<file path="src/rtl/stby_wake_pkg.sv">
package stby_wake_pkg;

    typedef enum logic {
        LVL_REC = 1'b0,
        LVL_DOM = 1'b1
    } bus_lvl_e;

    typedef struct packed {
        bus_lvl_e held;      // filtered bus level
        logic     released;  // dominant timeout has withdrawn the request
    } mon_view_t;

    // bits needed for a counter running 0 .. limit-1
    function automatic int ctr_bits(input int limit);
        return (limit < 3) ? 1 : $clog2(limit);
    endfunction

endpackage

</file>
<file path="src/rtl/bit_sync.sv">
module bit_sync #(
    parameter int STAGES = 2
) (
    input  logic clk,
    input  logic rst,
    input  logic d,
    output logic q
);
    logic [STAGES-1:0] sh;

    always_ff @(posedge clk) begin
        if (rst) sh <= '0;
        else     sh <= {sh[STAGES-2:0], d};
    end

    assign q = sh[STAGES-1];
endmodule

</file>
<file path="src/rtl/persist_filt.sv">
module persist_filt
    import stby_wake_pkg::*;
#(
    parameter int HOLD = 12
) (
    input  logic     clk,
    input  logic     rst,
    input  logic     en,
    input  bus_lvl_e lvl_in,
    output bus_lvl_e lvl_out
);
    localparam int             CW   = ctr_bits(HOLD);
    localparam logic [CW-1:0]  LAST = CW'(HOLD - 1);

    logic [CW-1:0] run;
    bus_lvl_e      held;

    // two-way persistence: a differing level must repeat HOLD times in a row
    always_ff @(posedge clk) begin
        if (rst || !en) begin
            run  <= '0;
            held <= LVL_REC;
        end else if (lvl_in == held) begin
            run <= '0;
        end else if (run == LAST) begin
            held <= lvl_in;
            run  <= '0;
        end else begin
            run <= run + 1'b1;
        end
    end

    assign lvl_out = held;

    // disabled monitoring leaves the filter idle
    a_r8_idle_when_off: assert property (@(posedge clk) disable iff (rst)
        !$past(en) |-> held == LVL_REC);

    // any flip of the filtered level follows the sampled input
    a_r4_flip_follows_input: assert property (@(posedge clk) disable iff (rst)
        ($past(en) && held != $past(held)) |-> held == $past(lvl_in));

    // a flip needs a full run of differing samples
    a_r3_flip_needs_full_run: assert property (@(posedge clk) disable iff (rst)
        ($past(en) && held != $past(held)) |-> $past(run) == LAST);
endmodule

</file>
<file path="src/rtl/dom_timeout.sv">
module dom_timeout
    import stby_wake_pkg::*;
#(
    parameter int LIMIT = 16000
) (
    input  logic     clk,
    input  logic     rst,
    input  logic     en,
    input  bus_lvl_e lvl_in,
    input  bus_lvl_e filt_lvl,
    output logic     released
);
    localparam int             CW   = ctr_bits(LIMIT);
    localparam logic [CW-1:0]  LAST = CW'(LIMIT - 1);

    logic [CW-1:0] tick;
    logic          rel_q;

    always_ff @(posedge clk) begin
        if (rst || !en) begin
            tick  <= '0;
            rel_q <= 1'b0;
        end else begin
            if (lvl_in == LVL_REC) begin
                tick <= '0;
            end else if (!rel_q) begin
                if (tick == LAST) tick <= '0;
                else              tick <= tick + 1'b1;
            end

            if (rel_q) begin
                if (filt_lvl == LVL_REC) rel_q <= 1'b0;
            end else if (lvl_in == LVL_DOM && tick == LAST) begin
                rel_q <= 1'b1;
            end
        end
    end

    assign released = rel_q;

    // release only after a full run of dominant samples
    a_r5_release_after_run: assert property (@(posedge clk) disable iff (rst)
        $rose(rel_q) |-> ($past(lvl_in) == LVL_DOM && $past(tick) == LAST));

    // release ends only once the filtered bus is recessive (or on disable)
    a_r6_hold_until_recessive: assert property (@(posedge clk) disable iff (rst)
        ($fell(rel_q) && $past(en)) |-> $past(filt_lvl) == LVL_REC);

    // a recessive sample leaves the timer at zero
    a_r7_restart_on_recessive: assert property (@(posedge clk) disable iff (rst)
        ($past(en) && $past(lvl_in) == LVL_REC) |-> tick == '0);
endmodule

</file>
<file path="src/rtl/stby_wake_mon.sv">
module stby_wake_mon
    import stby_wake_pkg::*;
#(
    parameter int FILT_CYC    = 12,
    parameter int TMO_CYC     = 16000,
    parameter int SYNC_STAGES = 2
) (
    input  logic clk,
    input  logic rst,
    input  logic stby_en,
    input  logic bus_dom,
    output logic wake_n,
    output logic mode_normal
);
    logic      sync_q;
    bus_lvl_e  bus_s;
    bus_lvl_e  filt_lvl;
    logic      released;
    mon_view_t view;
    logic      mode_q;

    bit_sync #(.STAGES(SYNC_STAGES)) u_sync (
        .clk (clk),
        .rst (rst),
        .d   (bus_dom),
        .q   (sync_q)
    );

    assign bus_s = bus_lvl_e'(sync_q);

    persist_filt #(.HOLD(FILT_CYC)) u_filt (
        .clk     (clk),
        .rst     (rst),
        .en      (stby_en),
        .lvl_in  (bus_s),
        .lvl_out (filt_lvl)
    );

    dom_timeout #(.LIMIT(TMO_CYC)) u_tmo (
        .clk      (clk),
        .rst      (rst),
        .en       (stby_en),
        .lvl_in   (bus_s),
        .filt_lvl (filt_lvl),
        .released (released)
    );

    always_comb begin
        view.held     = filt_lvl;
        view.released = released;
    end

    assign wake_n = !(view.held == LVL_DOM && !view.released);

    // mode follows the select input only
    always_ff @(posedge clk) begin
        if (rst) mode_q <= 1'b0;
        else     mode_q <= !stby_en;
    end

    assign mode_normal = mode_q;

    // a pending request never switches the mode
    a_r9_request_keeps_mode: assert property (@(posedge clk) disable iff (rst)
        (stby_en && !wake_n) |=> !mode_normal);

    // a request exists only while standby was selected
    a_r8_no_request_when_off: assert property (@(posedge clk) disable iff (rst)
        !wake_n |-> $past(stby_en));

    // a new request is raised only by a dominant sample
    a_r2_request_from_dominant: assert property (@(posedge clk) disable iff (rst)
        $fell(wake_n) |-> $past(bus_s) == LVL_DOM);
endmodule

</file>
<file path="config.mk">
export PLATFORM = sky130hd
export DESIGN_NAME = stby_wake_mon
export DESIGN_NICKNAME = d
export VERILOG_FILES = /design/src/rtl/stby_wake_pkg.sv /design/src/rtl/bit_sync.sv /design/src/rtl/persist_filt.sv /design/src/rtl/dom_timeout.sv /design/src/rtl/stby_wake_mon.sv
export SDC_FILE = /design/constraint.sdc
export NUM_CORES = 1
export LEC_CHECK = 0
export ABC_AREA = 0
export BUFFER_PORTS_ARGS = -buffer_cell sky130_fd_sc_hd__buf_2
export CAP_MARGIN = 0
export CELL_PAD_IN_SITES_DETAIL_PLACEMENT = 1
export CELL_PAD_IN_SITES_GLOBAL_PLACEMENT = 1
export CORE_MARGIN = 3
export CORE_UTILIZATION = 45
export CTS_CLUSTER_DIAMETER = 50
export DETAILED_ROUTE_END_ITERATION = 8
export PLACE_DENSITY = 0.76
export SLEW_MARGIN = 40
export SYNTH_ARGS = -nofsm -noshare
export SYNTH_HDL_FRONTEND = slang
export SYNTH_SLANG_ARGS = --single-unit
</file>
<file path="constraint.sdc">
create_clock -name clk -period 1.5 [get_ports clk]
set_input_delay 0.15 -clock clk [delete_from_list [all_inputs] [get_ports clk]]
set_output_delay 0.15 -clock clk [all_outputs]
set_load 0.005 [all_outputs]
</file>
==> impl_results.md <==
* Result of the run: finished, final reports clean
* Maximum clock skew at final layout at 0.00502 ns
* Sink Count at 23
* Die extent in y at 53.3 um
* Share of flip-flops with an asynchronous set or reset after synthesis at 0
* Unique cell type count in the Yosys netlist at 22
* Count of unresolved DRC violations after routing at 0
* Post-place setup slack at 0.0490 ns
* Floorplan die area at 0.00284 mm2
* Internal Dissipation at 0.727 mW
* Final non-filler cell area at 0.00114 mm2
* Startpoint-to-endpoint class of the critical path: flip-flop to flip-flop
* Via count of the first global-routing pass at 709
* Net count after synthesis at 107
* Clock slew at reported path FFs at 0.13 ns
* Switching portion of total power at 0.225
* Worst EP required at 1.73 ns
* Ys Warns at 0
* Cell area after technology mapping at 0.00100 mm2
* Most frequent cells in the layout: sky130_fd_sc_hd__dfxtp_1 (23), sky130_fd_sc_hd__nor2_1 (21), sky130_fd_sc_hd__xnor2_1 (12)
* Worst Tran Pin Value at 0.402 ns
* CTS H-Tree Depth at 1
* Placeable Area at 0.00204 mm2
* Met3 wire length at 69 um
* Maximum buffer depth of the clock tree at 2
* Mean instance size in the synthesized netlist at 9.95 um2
* Routability Congestion at 0.704
* Number of vias after detailed routing at 698
* CP arrival at 1.63 ns
* Hold WC Path Type: input pin to flip-flop
* Initial antenna violation count at 0
* Slack of the critical path at 0.0980 ns
* CTS tree: done
* Routed met2 length at 811 um
* Routed Antenna Nets at 0
* Maximum capacitance violations at 0
* Worst setup slack for register-to-register paths at 0.1 ns
* Ratio of cells with drive above 1 in the final layout at 0.209
* Power Dens Cells at 825 mW/mm2
* Post CTS Setup Buffer Count at 0
* TritonRoute pass-1 iters at 4
* Final net count at 122
* Biggest fanout along the worst timing path at 13
* FF+latch count, synth at 23
* Total grt overflow at 0
* Final number of hold-violating endpoints at 0
* Period minus WS final at 1.40 ns
* Average wire length per cell after detail routing at 12.9 um
* Final Max Tran Viols at 0
* Violation count after the first detailed-route iteration at 11
* Instance area at placement at 0.00109 mm2
* Largest vdd supply drop at 0.512 mV
* Horizontal die dimension at 53.3 um
* Crit path capture type: flip-flop
* Part of the cycle the worst path needs at 0.935
* Share of total power in combinational logic at 0.023
* Row Count at 16
* Ys flop type: sky130_fd_sc_hd__dfxtp_1
* Hold depth at 2
* HPWL reported at the end of detailed placement at 1320 um
* Effective utilization at floorplan at 0.492
* Max-slew headroom at 0.730
* Number of synthesized flops with an enable pin at 0
* Highest metal layer with signal wires: met4
* Post-Route WL at 1840 um
* Num CTS Buffers at 3
* Global-route wire length before repair at 3090 um
* Part of the total power dissipated in the clock network at 0.318
* Post-route met1 wirelength at 898 um
* Critical path startpoint category: flip-flop
* Instance count of the mapped netlist at 101
* Setup TNS at 0 ns
* Switching power at 0.211 mW
* Most common cell after layout, fill and taps aside: sky130_fd_sc_hd__dfxtp_1
* Area Overhead vs Synth at 13.1%
* Unrepaired setup endpoints after global routing: no
* Total global routing track utilization at 0.160
* Routed vias/inst at 4.92
* Achievable Freq at 713 MHz
* Worst reg2reg path depth at 4
* Antenna cells at 0
* Buffers added on ports at 5
* Clock network latency to the later pin of the worst-skew pair at 0.33 ns
* Clock tree root driver cell: sky130_fd_sc_hd__clkbuf_4
* Share of the yosys chip area belonging to registers at 0.458
* Final setup fails at 0
* Leakage power figure at 0.454 nW
* Number of top-level design ports at 6
* Maximum number of pins on one net before global-route repair at 14
* Seq pwr share at 0.659
-- cell families after synthesis --
kind of cell | Yosys count | share of synthesized area
and+or+nand+nor | 52 | 0.318
DFF | 23 | 0.458
xor gates and xnor gates | 16 | 0.139
buffers and inverters | 4 | 0.0224
AOI/OAI and AO/OA | 2 | 0.0174
muxes | 2 | 0.0199
adders and majority gates | 2 | 0.0249
-- final timing paths --
check                               startpoint             to
worst max-delay path            u_tmo.tick[12]  u_tmo.tick[1]
worst min-delay path                       rst    mode_normal
worst max register to register  u_tmo.tick[12]  u_tmo.tick[1]
worst min register to register   u_filt.run[0]  u_filt.run[0]
-- state kept, by name, summed over array words and instances, names as in the netlist --
register        cells
u_sync.sh           2
u_filt.run          4
mode_normal         1
u_filt.lvl_out      1
u_tmo.tick         14
u_tmo.released      1
-- worst max-delay path, stage by stage (launching register included) --
cell and delay, ns:
sky130_fd_sc_hd__dfxtp_1 0.38, sky130_fd_sc_hd__nand4_1 0.18, sky130_fd_sc_hd__nor4_2 0.41, sky130_fd_sc_hd__a21o_4 0.27, sky130_fd_sc_hd__nor2_1 0.07
-- timing repair --
action                                  4_1_cts  5_1_grt
resized for setup                             0        2
hold buffers                                  1        0
endpoints found under the hold margin         1        0
endpoints found under the setup margin        0       14
-- cell usage after synthesis (2+ instances only) --
master,count,area (um2)
sky130_fd_sc_hd__nand2_1,4,15.0
sky130_fd_sc_hd__mux2i_1,2,20.0
sky130_fd_sc_hd__nand3_1,4,20.0
sky130_fd_sc_hd__nor2_1,22,82.6
sky130_fd_sc_hd__nor3_1,3,15.0
sky130_fd_sc_hd__nor4_2,5,62.6
sky130_fd_sc_hd__xnor2_1,12,105
sky130_fd_sc_hd__ha_1,2,25.0
sky130_fd_sc_hd__xor2_1,4,35.0
sky130_fd_sc_hd__nand2b_1,3,18.8
sky130_fd_sc_hd__nor2b_1,4,25.0
sky130_fd_sc_hd__and3_1,2,12.5
sky130_fd_sc_hd__dfxtp_1,23,460
sky130_fd_sc_hd__inv_1,3,11.3
-- power by group through the flow --
| stage | sequential, mW | clock, mW | combinational [mW] |
|---|---|---|---|
| 6_report | 0.618 | 0.298 | 0.0214 |
| 5_1_grt | 0.619 | 0.341 | 0.0247 |
| 4_1_cts | 0.618 | 0.310 | 0.0213 |
| 3_5_place_dp | 0.632 | 0 | 0.0192 |
| 3_3_place_gp | 0.632 | 0 | 0.0183 |
| 2_1_floorplan | 0.632 | 0 | 0.00987 |
-- routing by layer --
layer,track usage,up-vias
met1,0.196,318
li1,-,364
met3,0.0423,5
met5,0,-
met2,0.233,11
met4,0.128,0
-- through the flow --
| step | instances | utilization | hold slack (ns) | power [mW] |
|---|---|---|---|---|
| finish | 142 | 0.556 | 0.00688 | 0.938 |
| global route | 142 | 0.556 | 0.0102 | 0.984 |
| CTS | 142 | 0.552 | 0.00159 | 0.949 |
| detailed placement | 137 | 0.534 | 0.343 | 0.651 |
| global placement | 137 | 0.534 | 0.336 | 0.650 |
| floorplan | 101 | - | 0.217 | 0.642 |
-- area by class of cell --
class / instances / area [um2]
fillers: 248 / 906
inverters: 3 / 11.3
flip-flops and latches: 23 / 460
repair buffers: 11 / 72.6
clock buffers: 3 / 22.5
well taps: 27 / 33.8
multi-input cells: 74 / 531
clock inverters: 1 / 5.00
(Power assumes the default switching activity.)
